$ cat src/rtl/uart_irq_pkg.sv
package uart_irq_pkg;
  localparam int NUM_SRC = 5;

  localparam logic [3:0] ID_MODEM   = 4'h0;
  localparam logic [3:0] ID_NONE    = 4'h1;
  localparam logic [3:0] ID_THRE    = 4'h2;
  localparam logic [3:0] ID_RXDATA  = 4'h4;
  localparam logic [3:0] ID_LINE    = 4'h6;
  localparam logic [3:0] ID_TIMEOUT = 4'hC;

  // source slots, index 0 is the highest priority
  localparam int SRC_LINE    = 0;
  localparam int SRC_TIMEOUT = 1;
  localparam int SRC_RXDATA  = 2;
  localparam int SRC_THRE    = 3;
  localparam int SRC_MODEM   = 4;

  // enable register bit positions
  localparam int EN_RX    = 0;
  localparam int EN_THRE  = 1;
  localparam int EN_LINE  = 2;
  localparam int EN_MODEM = 3;

  function automatic logic [3:0] id_of(input int idx);
    case (idx)
      SRC_LINE:    return ID_LINE;
      SRC_TIMEOUT: return ID_TIMEOUT;
      SRC_RXDATA:  return ID_RXDATA;
      SRC_THRE:    return ID_THRE;
      default:     return ID_MODEM;
    endcase
  endfunction
endpackage

$ cat src/rtl/uart_irq_enable_reg.sv
module uart_irq_enable_reg #(
  parameter int EN_W = 4
) (
  input  logic            clk,
  input  logic            rst_n,
  input  logic            ier_wr,
  input  logic [7:0]      ier_wdata,
  input  logic            thr_wr,
  input  logic            iir_rd_thre,
  input  logic            thre_now,
  output logic [EN_W-1:0] ier_q,
  output logic            thr_pend_q
);
  import uart_irq_pkg::*;

  logic thre_prev_q;
  logic thre_rise;
  logic unused_wdata_hi;

  assign unused_wdata_hi = ^ier_wdata[7:EN_W];
  assign thre_rise = thre_now & ~thre_prev_q;

  always_ff @(posedge clk) begin
    if (!rst_n) begin
      ier_q       <= '0;
      thre_prev_q <= 1'b1;
    end else begin
      thre_prev_q <= thre_now;
      if (ier_wr) ier_q <= ier_wdata[EN_W-1:0];
    end
  end

  always_ff @(posedge clk) begin
    if (!rst_n) begin
      thr_pend_q <= 1'b0;
    end else if (ier_wr) begin
      thr_pend_q <= ier_wdata[EN_THRE] & thre_now;
    end else if (thr_wr) begin
      thr_pend_q <= 1'b0;
    end else if (iir_rd_thre) begin
      thr_pend_q <= 1'b0;
    end else if (thre_rise) begin
      thr_pend_q <= 1'b1;
    end
  end


  ier_low_nibble_chk: assert property (@(posedge clk) disable iff (!rst_n)
    ier_wr |=> ier_q == $past(ier_wdata[EN_W-1:0]));


  ier_rearm_chk: assert property (@(posedge clk) disable iff (!rst_n)
    (ier_wr && ier_wdata[EN_THRE] && thre_now) |=> thr_pend_q);


  ier_disarm_chk: assert property (@(posedge clk) disable iff (!rst_n)
    (ier_wr && !ier_wdata[EN_THRE]) |=> !thr_pend_q);


  thr_write_clear_chk: assert property (@(posedge clk) disable iff (!rst_n)
    (thr_wr && !ier_wr) |=> !thr_pend_q);


  iir_read_clear_chk: assert property (@(posedge clk) disable iff (!rst_n)
    (iir_rd_thre && !ier_wr) |=> !thr_pend_q);
endmodule

$ cat src/rtl/uart_irq_rx_trigger.sv
module uart_irq_rx_trigger #(
  parameter int FIFO_DEPTH = 16,
  parameter int LVL_W      = $clog2(FIFO_DEPTH + 1)
) (
  input  logic             fifo_en,
  input  logic             data_ready,
  input  logic [LVL_W-1:0] rx_level,
  input  logic [1:0]       trig_sel,
  output logic             rx_req
);
  localparam int NUM_TRIG = 4;

  logic [LVL_W-1:0] thresh [NUM_TRIG];
  logic [LVL_W-1:0] sel_thresh;

  for (genvar i = 0; i < NUM_TRIG; i++) begin : g_thr
    localparam int TV = (i == 0) ? 1 :
                        (i == 1) ? FIFO_DEPTH / 4 :
                        (i == 2) ? FIFO_DEPTH / 2 : FIFO_DEPTH - 2;
    assign thresh[i] = LVL_W'(TV);
  end

  assign sel_thresh = thresh[trig_sel];

  always_comb begin
    if (!data_ready)   rx_req = 1'b0;
    else if (!fifo_en) rx_req = 1'b1;
    else               rx_req = (rx_level >= sel_thresh);
  end
endmodule

$ cat src/rtl/uart_irq_prio.sv
module uart_irq_prio #(
  parameter int N = uart_irq_pkg::NUM_SRC
) (
  input  logic         clk,
  input  logic         rst_n,
  input  logic [N-1:0] req,
  output logic [N-1:0] grant,
  output logic [3:0]   code,
  output logic         any
);
  import uart_irq_pkg::*;

  for (genvar i = 0; i < N; i++) begin : g_grant
    if (i == 0) begin : g_top
      assign grant[i] = req[i];
    end else begin : g_low
      assign grant[i] = req[i] & ~(|req[i-1:0]);
    end
  end

  assign any = |req;

  always_comb begin
    code = ID_NONE;
    for (int i = 0; i < N; i++) begin
      if (grant[i]) code = id_of(i);
    end
  end


  single_grant_chk: assert property (@(posedge clk) disable iff (!rst_n)
    $onehot0(grant) && (any == (grant != '0)));
endmodule

$ cat src/rtl/uart_irq_ident.sv
module uart_irq_ident #(
  parameter int FIFO_DEPTH = 16,
  parameter int LVL_W      = $clog2(FIFO_DEPTH + 1)
) (
  input  logic             clk,
  input  logic             rst_n,
  input  logic             fifo_en,
  input  logic [LVL_W-1:0] rx_level,
  input  logic [1:0]       trig_sel,
  input  logic [5:0]       lsr_in,
  input  logic             tmo_pend,
  input  logic [3:0]       modem_delta,
  input  logic             ier_wr,
  input  logic [7:0]       ier_wdata,
  input  logic             iir_rd,
  input  logic             thr_wr,
  output logic [3:0]       ier_q,
  output logic [7:0]       iir_q,
  output logic             irq
);
  import uart_irq_pkg::*;

  localparam int EN_W = 4;

  logic               thr_pend;
  logic               iir_rd_thre;
  logic               rx_req;
  logic [NUM_SRC-1:0] req;
  logic [NUM_SRC-1:0] grant;
  logic [3:0]         code;
  logic               any_req;

  assign iir_rd_thre = iir_rd & (iir_q[3:0] == ID_THRE);

  uart_irq_enable_reg #(.EN_W(EN_W)) u_en (
    .clk         (clk),
    .rst_n       (rst_n),
    .ier_wr      (ier_wr),
    .ier_wdata   (ier_wdata),
    .thr_wr      (thr_wr),
    .iir_rd_thre (iir_rd_thre),
    .thre_now    (lsr_in[5]),
    .ier_q       (ier_q),
    .thr_pend_q  (thr_pend)
  );

  uart_irq_rx_trigger #(.FIFO_DEPTH(FIFO_DEPTH), .LVL_W(LVL_W)) u_trig (
    .fifo_en    (fifo_en),
    .data_ready (lsr_in[0]),
    .rx_level   (rx_level),
    .trig_sel   (trig_sel),
    .rx_req     (rx_req)
  );

  always_comb begin
    req              = '0;
    req[SRC_LINE]    = ier_q[EN_LINE] & (|lsr_in[4:1]);
    req[SRC_TIMEOUT] = ier_q[EN_RX] & tmo_pend;
    req[SRC_RXDATA]  = ier_q[EN_RX] & rx_req;
    req[SRC_THRE]    = ier_q[EN_THRE] & thr_pend;
    req[SRC_MODEM]   = ier_q[EN_MODEM] & (|modem_delta);
  end

  uart_irq_prio #(.N(NUM_SRC)) u_prio (
    .clk   (clk),
    .rst_n (rst_n),
    .req   (req),
    .grant (grant),
    .code  (code),
    .any   (any_req)
  );

  always_ff @(posedge clk) begin
    if (!rst_n) begin
      iir_q <= {4'h0, ID_NONE};
      irq   <= 1'b0;
    end else begin
      iir_q <= {fifo_en, fifo_en, 2'b00, code};
      irq   <= any_req;
    end
  end


  irq_level_chk: assert property (@(posedge clk) disable iff (!rst_n)
    irq == (iir_q[3:0] != ID_NONE));


  line_first_chk: assert property (@(posedge clk) disable iff (!rst_n)
    (ier_q[EN_LINE] && (|lsr_in[4:1])) |=> iir_q[3:0] == ID_LINE);


  timeout_mask_chk: assert property (@(posedge clk) disable iff (!rst_n)
    !ier_q[EN_RX] |=> iir_q[3:0] != ID_TIMEOUT);


  fifo_bits_chk: assert property (@(posedge clk) disable iff (!rst_n)
    $past(rst_n) |-> iir_q[7:6] == {2{$past(fifo_en)}});
endmodule

$ cat config.mk
export PLATFORM = sky130hd
export DESIGN_NAME = uart_irq_ident
export DESIGN_NICKNAME = d
export VERILOG_FILES = /design/src/rtl/uart_irq_pkg.sv /design/src/rtl/uart_irq_enable_reg.sv /design/src/rtl/uart_irq_rx_trigger.sv /design/src/rtl/uart_irq_prio.sv /design/src/rtl/uart_irq_ident.sv
export SDC_FILE = /design/constraint.sdc
export NUM_CORES = 1
export LEC_CHECK = 0
export BUFFER_PORTS_ARGS = -buffer_cell sky130_fd_sc_hd__buf_2
export CAP_MARGIN = 20
export CORE_MARGIN = 4
export CORE_UTILIZATION = 25
export CTS_BUF_LIST = sky130_fd_sc_hd__clkbuf_8
export DETAILED_ROUTE_END_ITERATION = 8
export SLEW_MARGIN = 30
export SYNTH_ARGS = -nofsm -noshare
export SYNTH_HDL_FRONTEND = slang
export SYNTH_SLANG_ARGS = --single-unit
$ cat constraint.sdc
create_clock -name clk -period 3.2 [get_ports clk]
set_input_delay 0.64 -clock clk [delete_from_list [all_inputs] [get_ports clk]]
set_output_delay 0.64 -clock clk [all_outputs]
set_load 0.005 [all_outputs]
# == Word level (Yosys, flattened, before mapping) ==
# Cells that the tools add are included.
# classes
add_sub_neg,0
multipliers,0
n_div,0
n_lt_le_gt_ge,2
eq_ne,1
shift,0
muxes,14
bitwise,19
reduce_logical,10
# op_table
cell,n
$reduce_or A4 Y1,4
$and A1 B1 Y1,12
$bmux W5 S2,1
$mux W5,2
$mux W1,7
$mux W3,2
$not A1 Y1,6
$reduce_or A3 Y1,2
$ge A5 B5 Y1,1
$reduce_or A5 Y1,1
$eq A4 B2 Y1 const B,1
$mux W4,1
$reduce_bool A4 Y1,1
$reduce_or A2 Y1,2
$ge A3 B3 Y1 const B,1
$not A2 Y3,1
$mux W2,1
# totals
ff_bits,14
latchBits,0
ram_bits,0
rom_bits,0
in_bits,32
word_cells,55
n_memories,0

# == Depth between registers and ports, before layout ==
# Gate-level depths: netlist (run 1).
# logic_depth
depth_word,13
depth_mapped,6
mapped_depth_nobuf,6

# == Modules after synthesis ==
# Synthesis (run 1) repeated with hierarchy kept, for this count alone.
# hier_totals
cells_unflattened,73
area_unflattened_um2,694.4
# by_module_without_submodules
mod,instances,cells_each,area_per_inst_um2,seq_area_each_um2
uart_irq_enable_reg,1,21,250.2,120.1
uart_irq_ident,1,23,235.2,120.1
uart_irq_rx_trigger,1,17,121.4,0.0
uart_irq_prio,1,12,87.6,0.0

# == Worst setup path before layout (run 1) ==
# No wires, ideal clock.
# synth_path
path_type,input port to flip-flop
from,input trig_sel[1]
to,register irq
arrival_time_ns,1.569
path_slack_ns,1.517
path_stages,6
path_cell_list,nor2_1 ha_1 nand2b_1 a31oi_1 o211ai_1 o21a_1
# synth_via
elab_chain_cells,9
# synth_lines
item,line,rtl
"start, declared",uart_irq_ident.sv:9,"input logic [1:0] trig_sel,"
$not A2 Y3 (not written as such),uart_irq_rx_trigger.sv:23,assign sel_thresh = thresh[trig_sel];
$bmux W5 S2,uart_irq_rx_trigger.sv:23,
$mux W5 (not written as such) (2 in series),uart_irq_rx_trigger.sv:23,
$ge A5 B5 Y1,uart_irq_rx_trigger.sv:28,else rx_req = (rx_level >= sel_thresh);
$mux W1,uart_irq_rx_trigger.sv:27,else if (!fifo_en) rx_req = 1'b1;
$mux W1,uart_irq_rx_trigger.sv:26,if (!data_ready) rx_req = 1'b0;
$and A1 B1 Y1,uart_irq_ident.sv:59,req[SRC_RXDATA] = ier_q[EN_RX] & rx_req;
$reduce_or A5 Y1,uart_irq_prio.sv:21,assign any = |req;
"end signal, assigned",uart_irq_ident.sv:79,irq <= any_req;
"end, declared",uart_irq_ident.sv:19,output logic irq
# No other way between the ends. The select of a mux whose other input is x is not followed.
# A chain may end at the register's enable or synchronous reset.

# == Worst setup path after layout (run 1) ==
# Ends and elaborated chain as after synthesis.

==> results of run 1 <==
[critical path: stages]
cell,delay (ps)
buf_2,110
nor2_1,100
ha_1,220
nand2b_1,130
a31oi_1,160
o211ai_1,180
o21a_1,210
[flip-flops by register name, summed over array words and instances (netlist names)]
register / count
u_en.ier_q: 4
iir_q: 5
u_en.thr_pend_q: 1
irq: 1
u_en.thre_prev_q: 1
[final cells by class]
class / count / area [um2]
clock buffers: 4 / 55.1
inverters: 6 / 22.5
well taps: 28 / 35.0
flip-flops and latches: 12 / 240
multi-input cells: 42 / 323
repair buffers: 38 / 190
fillers: 237 / 1410
[where the power goes]
group	leakage, nW	internal (mW)	switching [mW]
Clock	0.0288	0.109	0.0565
Sequential	0.0990	0.159	0.00527
Combinational	0.329	0.0329	0.0272
Total	0.457	0.300	0.0890
[cells in the mapped netlist (2+ instances only)]
master	instances	share of area [%]
and2_1	2	2.0
nor2_1	2	1.2
nor2b_1	4	4.1
nand2_1	4	2.4
o21a_1	2	2.4
ha_1	4	8.2
buf_4	3	3.7
nand3_1	3	2.4
inv_1	5	3.1
nand2b_1	2	2.0
o41ai_1	2	2.9
dfxtp_1	12	39
mux2i_1	4	6.5
[per-stage QoR]
stage	setup slack, ps	total power, mW
3_5_place_dp	1310	0.228
3_3_place_gp	1310	0.226
5_1_grt	1500	0.412
2_1_floorplan	1520	0.198
6_report	1580	0.389
4_1_cts	1570	0.396
[routing by layer]
metal  vias up  routed length, um  track usage (%)
li1        292                  -                -
met1       251                550             8.86
met2        27                695             15.8
met3         6                117             2.49
met4         0                 50             7.95
met5         -                  0                0
[logic make-up after synthesis]
group,Yosys count,synth area share (%)
AOI/OAI and AO/OA,12,17.1
buffers and inverters,11,8.77
other,1,0.612
adders and majority gates,4,8.16
muxes,4,6.53
DFF,12,39.2
and+or+nand+nor,20,19.6
[worst max path at each step]
stage          end  slack (ps)  cells past startpoint
5_1_grt        irq        1500                      7
6_report       irq        1580                      7
3_5_place_dp   irq        1310                      7
3_3_place_gp   irq        1310                      7
4_1_cts        irq        1570                      7
2_1_floorplan  irq        1520                      6
==> insert_results.sql, run 1 <==
INSERT INTO impl_metrics (metric_group, metric, value, unit) VALUES
('finish', 'area_growth', '41.2', '%'),
('place', 'place.detailed.hpwl', '1210', 'um'),
('yosys', 'synth_flop_cell', 'dfxtp_1', ''),
('timing', 'finalCriticalPeriod', '1620', 'ps'),
('critical_path', 'setup.worst_path.class', 'input port to flip-flop', ''),
('detailed_routing', 'avgViaCountPerCell', '4.43', ''),
('detailed_routing', 'final_antenna_net_count', '0', ''),
('grt', 'pin_count_of_the_biggest_net_entering_global_routing', '14', ''),
('detailed_routing', 'detailedRoute.firstPassIterationCount', '2', ''),
('yosys', 'synth.yosys.warnings', '0', ''),
('power', 'static-leakage-power', '0.457', 'nW'),
('die', 'die_x', '57.5', 'um'),
('die', 'floorplan.initialDensity', '26.9', '%'),
('yosys', 'post_syn_instances', '64', ''),
('grt', 'grt_use_total', '9.16', '%'),
('clocking', 'cts_buffer_depth', '2', ''),
('finish', 'final_cell_area', '866', 'um2'),
('timing', 'fmax', '619', 'MHz'),
('critical_path', 'reg2regPathDepth', '3', ''),
('clocking', 'cts_tree', 'yes', ''),
('yosys', 'cell_area_after_synthesis', '613', 'um2'),
('job', 'max_cap_viols', '0', ''),
('place', 'gpl.final_weighted_congestion', '0.665', ''),
('clocking', 'clock_latency_at_the_later_pin_of_the_worst_skew_pair', '240', 'ps'),
('finish', 'fin_util', '38.0', '%'),
('finish', 'final_nets', '139', ''),
('timing', 'fin_crit_sh', '50.5', '%'),
('detailed_routing', 'via_count', '576', ''),
('grt', 'grt-ovfl-total', '0', ''),
('grt', 'first_global_vias', '568', ''),
('clocking', 'cts_resized', '0', ''),
('critical_path', 'endpoint_kind', 'flip-flop', ''),
('hold_path', 'holdCritPathClass', 'flip-flop to flip-flop', ''),
('critical_path', 'critical_path.reg2reg.startpoint', 'u_en.ier_q[0]', ''),
('clocking', 'clkTransAtPathRegs', '50', 'ps'),
('critical_path', 'timing.rr.end', 'iir_q[1]', ''),
('detailed_routing', 'routed_wirelength', '1410', 'um'),
('timing', 'fin_tns_setup', '0', 'ps'),
('finish', 'drive_above_1_share', '45.1', '%'),
('grt', 'antenna_violations_before_repair', '0', ''),
('hold_path', 'worst_hold_path_stage_count', '2', ''),
('yosys', 'synth_area_per_cell', '9.58', 'um2'),
('yosys', 'ys_seq_elements', '12', ''),
('yosys', 'synth_async_sr_flop_share', '0', '%'),
('timing', 'slew_violations', '0', ''),
('clocking', 'post_cts_hold_buffer_count', '0', ''),
('critical_path', 'critPathRequiredTime', '3340', 'ps'),
('hold_path', 'hold_path.startpoint', 'u_en.thr_pend_q', ''),
('die', 'rows', '17', ''),
('clocking', 'cts-buffers-inserted', '3', ''),
('critical_path', 'timing.critical_path.from', 'trig_sel[1]', ''),
('detailed_routing', 'route.detailed.wl_per_inst', '10.9', 'um'),
('die', 'die_y', '57.5', 'um'),
('critical_path', 'crit_arrival', '1750', 'ps'),
('die', 'die_area', '3310', 'um2'),
('grt', 'global_route_wire_length_before_repair', '2250', 'um'),
('hold_path', 'whs_endpoint', 'iir_q[1]', ''),
('timing', 'rsz0062_at_grt', 'no', ''),
('finish', 'antenna_cells_inserted', '0', ''),
('status', 'status', 'completed', ''),
('power', 'max_vdd_drop', '177', 'uV'),
('clocking', 'h_tree_levels', '1', ''),
('finish', 'finalNonFillerCells', '130', ''),
('timing', 'finalClockSkew', '0.199', 'ps'),
('die', 'num_io_pins', '45', ''),
('yosys', 'synth.yosys.seq_area_share', '39.2', '%'),
('timing', 'final.hold.worst_slack', '495', 'ps'),
('clocking', 'cts_setup_buffers', '0', ''),
('critical_path', 'crit_fanout', '4', ''),
('yosys', 'synthDistinctLibCells', '28', ''),
('die', 'coreArea', '2280', 'um2'),
('timing', 'hold_viol', '0', ''),
('finish', 'layout.cells.most_common_list', 'buf_2, dfxtp_1, inv_1', ''),
('detailed_routing', 'drt_first_iter_violations', '7', ''),
('finish', 'layout.cells.most_common', 'buf_2', ''),
('power', 'power-per-cell-area', '450', 'nW/um2'),
('critical_path', 'startpoint_type', 'input port', ''),
('yosys', 'synth-edff-count', '0', ''),
('place', 'dpl-instance-area', '811', 'um2'),
('detailed_routing', 'post-route-drc-count', '0', ''),
('clocking', 'cts.sink_count', '12', ''),
('place', 'portBuffers', '38', ''),
('timing', 'setup_violations', '0', ''),
('place', 'dp_cells', '126', ''),
('critical_path', 'timing.reg2reg.setup_slack', '2170', 'ps'),
('clocking', 'cts_root_buf', 'clkbuf_8', '');
Power figures use the tool's default switching activity.
==> run 2: changes to the inputs <==
- clock period: 3.2 -> 1.64 ns (I/O delays scaled with it)
==> insert_results.sql, run 2 (synthesis results as in run 1) <==
INSERT INTO impl_metrics (metric_group, metric, value, unit) VALUES
('die', 'num_io_pins', '45', ''),
('clocking', 'h_tree_levels', '1', ''),
('die', 'floorplan.initialDensity', '26.9', '%'),
('timing', 'slew_violations', '0', ''),
('timing', 'rsz0062_at_grt', 'no', ''),
('finish', 'largest-register', 'iir_q', ''),
('hold_path', 'whs_endpoint', 'u_en.thre_prev_q', ''),
('die', 'coreArea', '2280', 'um2'),
('timing', 'fin_tns_setup', '0', 'ps'),
('critical_path', 'path_delay_family', 'compound AO/OA/AOI/OAI gates', ''),
('finish', 'layout.cells.most_common', 'buf_2', ''),
('clocking', 'cts_buffer_depth', '2', ''),
('detailed_routing', 'avgViaCountPerCell', '4.47', ''),
('die', 'die_area', '3310', 'um2'),
('place', 'portBuffers', '38', ''),
('finish', 'layout.cells.most_common_list', 'buf_2, dfxtp_1, inv_1', ''),
('critical_path', 'critical_path.reg2reg.startpoint', 'u_en.ier_q[0]', ''),
('finish', 'drive_above_1_share', '45.1', '%'),
('grt', 'grt_use_total', '8.94', '%'),
('grt', 'global_route_wire_length_before_repair', '2310', 'um'),
('grt', 'grt-ovfl-total', '0', ''),
('detailed_routing', 'drt_first_iter_violations', '10', ''),
('detailed_routing', 'via_count', '581', ''),
('timing', 'fin_crit_sh', '79.9', '%'),
('hold_path', 'holdCritPathClass', 'input port to flip-flop', ''),
('critical_path', 'reg2regPathDepth', '3', ''),
('clocking', 'post_cts_hold_buffer_count', '0', ''),
('critical_path', 'crit_fanout', '4', ''),
('critical_path', 'cpMaxStageDelayCell', 'ha_1', ''),
('critical_path', 'crit_arrival', '1440', 'ps'),
('critical_path', 'timing.rr.end', 'iir_q[1]', ''),
('timing', 'setup_violations', '0', ''),
('clocking', 'clkTransAtPathRegs', '50', 'ps'),
('detailed_routing', 'final_antenna_net_count', '0', ''),
('finish', 'final_nets', '139', ''),
('clocking', 'cts_setup_buffers', '0', ''),
('detailed_routing', 'route.detailed.wl_per_inst', '10.6', 'um'),
('grt', 'antenna_violations_before_repair', '0', ''),
('critical_path', 'worst_stage_delay_on_the_critical_path', '220', 'ps'),
('hold_path', 'hold_path.startpoint', 'lsr_in[5]', ''),
('finish', 'antenna_cells_inserted', '0', ''),
('grt', 'first_global_vias', '582', ''),
('clocking', 'cts_tree', 'yes', ''),
('critical_path', 'critPathRequiredTime', '1770', 'ps'),
('critical_path', 'startpoint_type', 'input port', ''),
('critical_path', 'timing.reg2reg.setup_slack', '610', 'ps'),
('detailed_routing', 'routed_wirelength', '1380', 'um'),
('timing', 'finalClockSkew', '2.30', 'ps'),
('status', 'status', 'completed', ''),
('timing', 'finalCriticalPeriod', '1310', 'ps'),
('job', 'max_cap_viols', '0', ''),
('critical_path', 'worstPathCellList', 'buf_2 > nor2_1 > ha_1 > nand2b_1 > a31oi_1 > o211ai_1 > o21a_1', ''),
('clocking', 'cts-buffers-inserted', '3', ''),
('critical_path', 'worst-path-buf-inv', '1', ''),
('clocking', 'clock_latency_at_the_later_pin_of_the_worst_skew_pair', '230', 'ps'),
('timing', 'hold_viol', '0', ''),
('finish', 'area_growth', '41.2', '%'),
('power', 'power-per-cell-area', '865', 'nW/um2'),
('hold_path', 'worst_hold_path_stage_count', '2', ''),
('place', 'placement.setup.worst_slack', '56.8', 'ps'),
('critical_path', 'endpoint_kind', 'flip-flop', ''),
('finish', 'nFillCells', '222', ''),
('finish', 'largest_register_ffs', '5', ''),
('power', 'max_vdd_drop', '290', 'uV'),
('die', 'die_x', '57.5', 'um'),
('finish', 'reg.largest.list', 'iir_q x5, u_en.ier_q x4', ''),
('grt', 'pin_count_of_the_biggest_net_entering_global_routing', '14', ''),
('place', 'gpl.final_weighted_congestion', '0.664', ''),
('detailed_routing', 'post-route-drc-count', '0', ''),
('place', 'place.detailed.hpwl', '1220', 'um'),
('critical_path', 'setup.worst_path.class', 'input port to flip-flop', ''),
('clocking', 'cts.sink_count', '12', ''),
('power', 'static-leakage-power', '0.457', 'nW'),
('detailed_routing', 'detailedRoute.firstPassIterationCount', '4', ''),
('timing', 'fmax', '763', 'MHz'),
('die', 'rows', '17', ''),
('die', 'die_y', '57.5', 'um'),
('clocking', 'cts_resized', '0', ''),
('clocking', 'cts_root_buf', 'clkbuf_8', ''),
('timing', 'layout_setup_ws', '330', 'ps');
run 2: cell counts in the layout (fill, tap and decap cells not counted):
Identical to the previous run, type by type.
run 2: where the power goes:
group	internal [mW]	leakage, nW	switching (mW)	total (mW)
Combinational	0.0640	0.329	0.0527	0.117
Clock	0.211	0.0288	0.101	0.313
Sequential	0.310	0.0990	0.0102	0.320
Total	0.585	0.457	0.164	0.749
run 2: worst register-to-register path, cell delays in order (launching register included):
cell,delay [ps]
dfxtp_1,390
nand3_1,80
o211ai_1,290
o21ai_0,150
run 2: how the worst max path moves through the flow:
stage          endpoint         from  depth (start not counted)
3_5_place_dp        irq  trig_sel[1]                          7
4_1_cts             irq  trig_sel[1]                          7
3_3_place_gp        irq  trig_sel[1]                          7
2_1_floorplan       irq  trig_sel[1]                          6
5_1_grt        iir_q[2]  trig_sel[1]                          7
6_report            irq  trig_sel[1]                          7
run 2: stage by stage:
stage,utilization [%],hold slack [ps],instance area (um2),power (mW),instances
2_1_floorplan,-,401,617,0.387,65
3_3_place_gp,35.6,498,811,0.441,126
3_5_place_dp,35.6,493,811,0.446,126
4_1_cts,38.0,306,866,0.765,130
5_1_grt,38.0,321,866,0.799,130
6_report,38.0,307,866,0.749,130
run 2: area by class of cell:
cell class              count  area, um2  share of cell area (%)
inverters                   6       22.5                    2.60
multi-input cells          42        323                    37.3
clock buffers               4       55.1                    6.36
repair buffers             38        190                    22.0
flip-flops and latches     12        240                    27.7
well taps                  28       35.0                    4.05
run 2: metal layers:
layer  routed length (um)  GRT usage, %
met3                  131          2.04
met4                   19          5.96
met2                  699          16.1
met1                  526          9.01
met5                    0             0
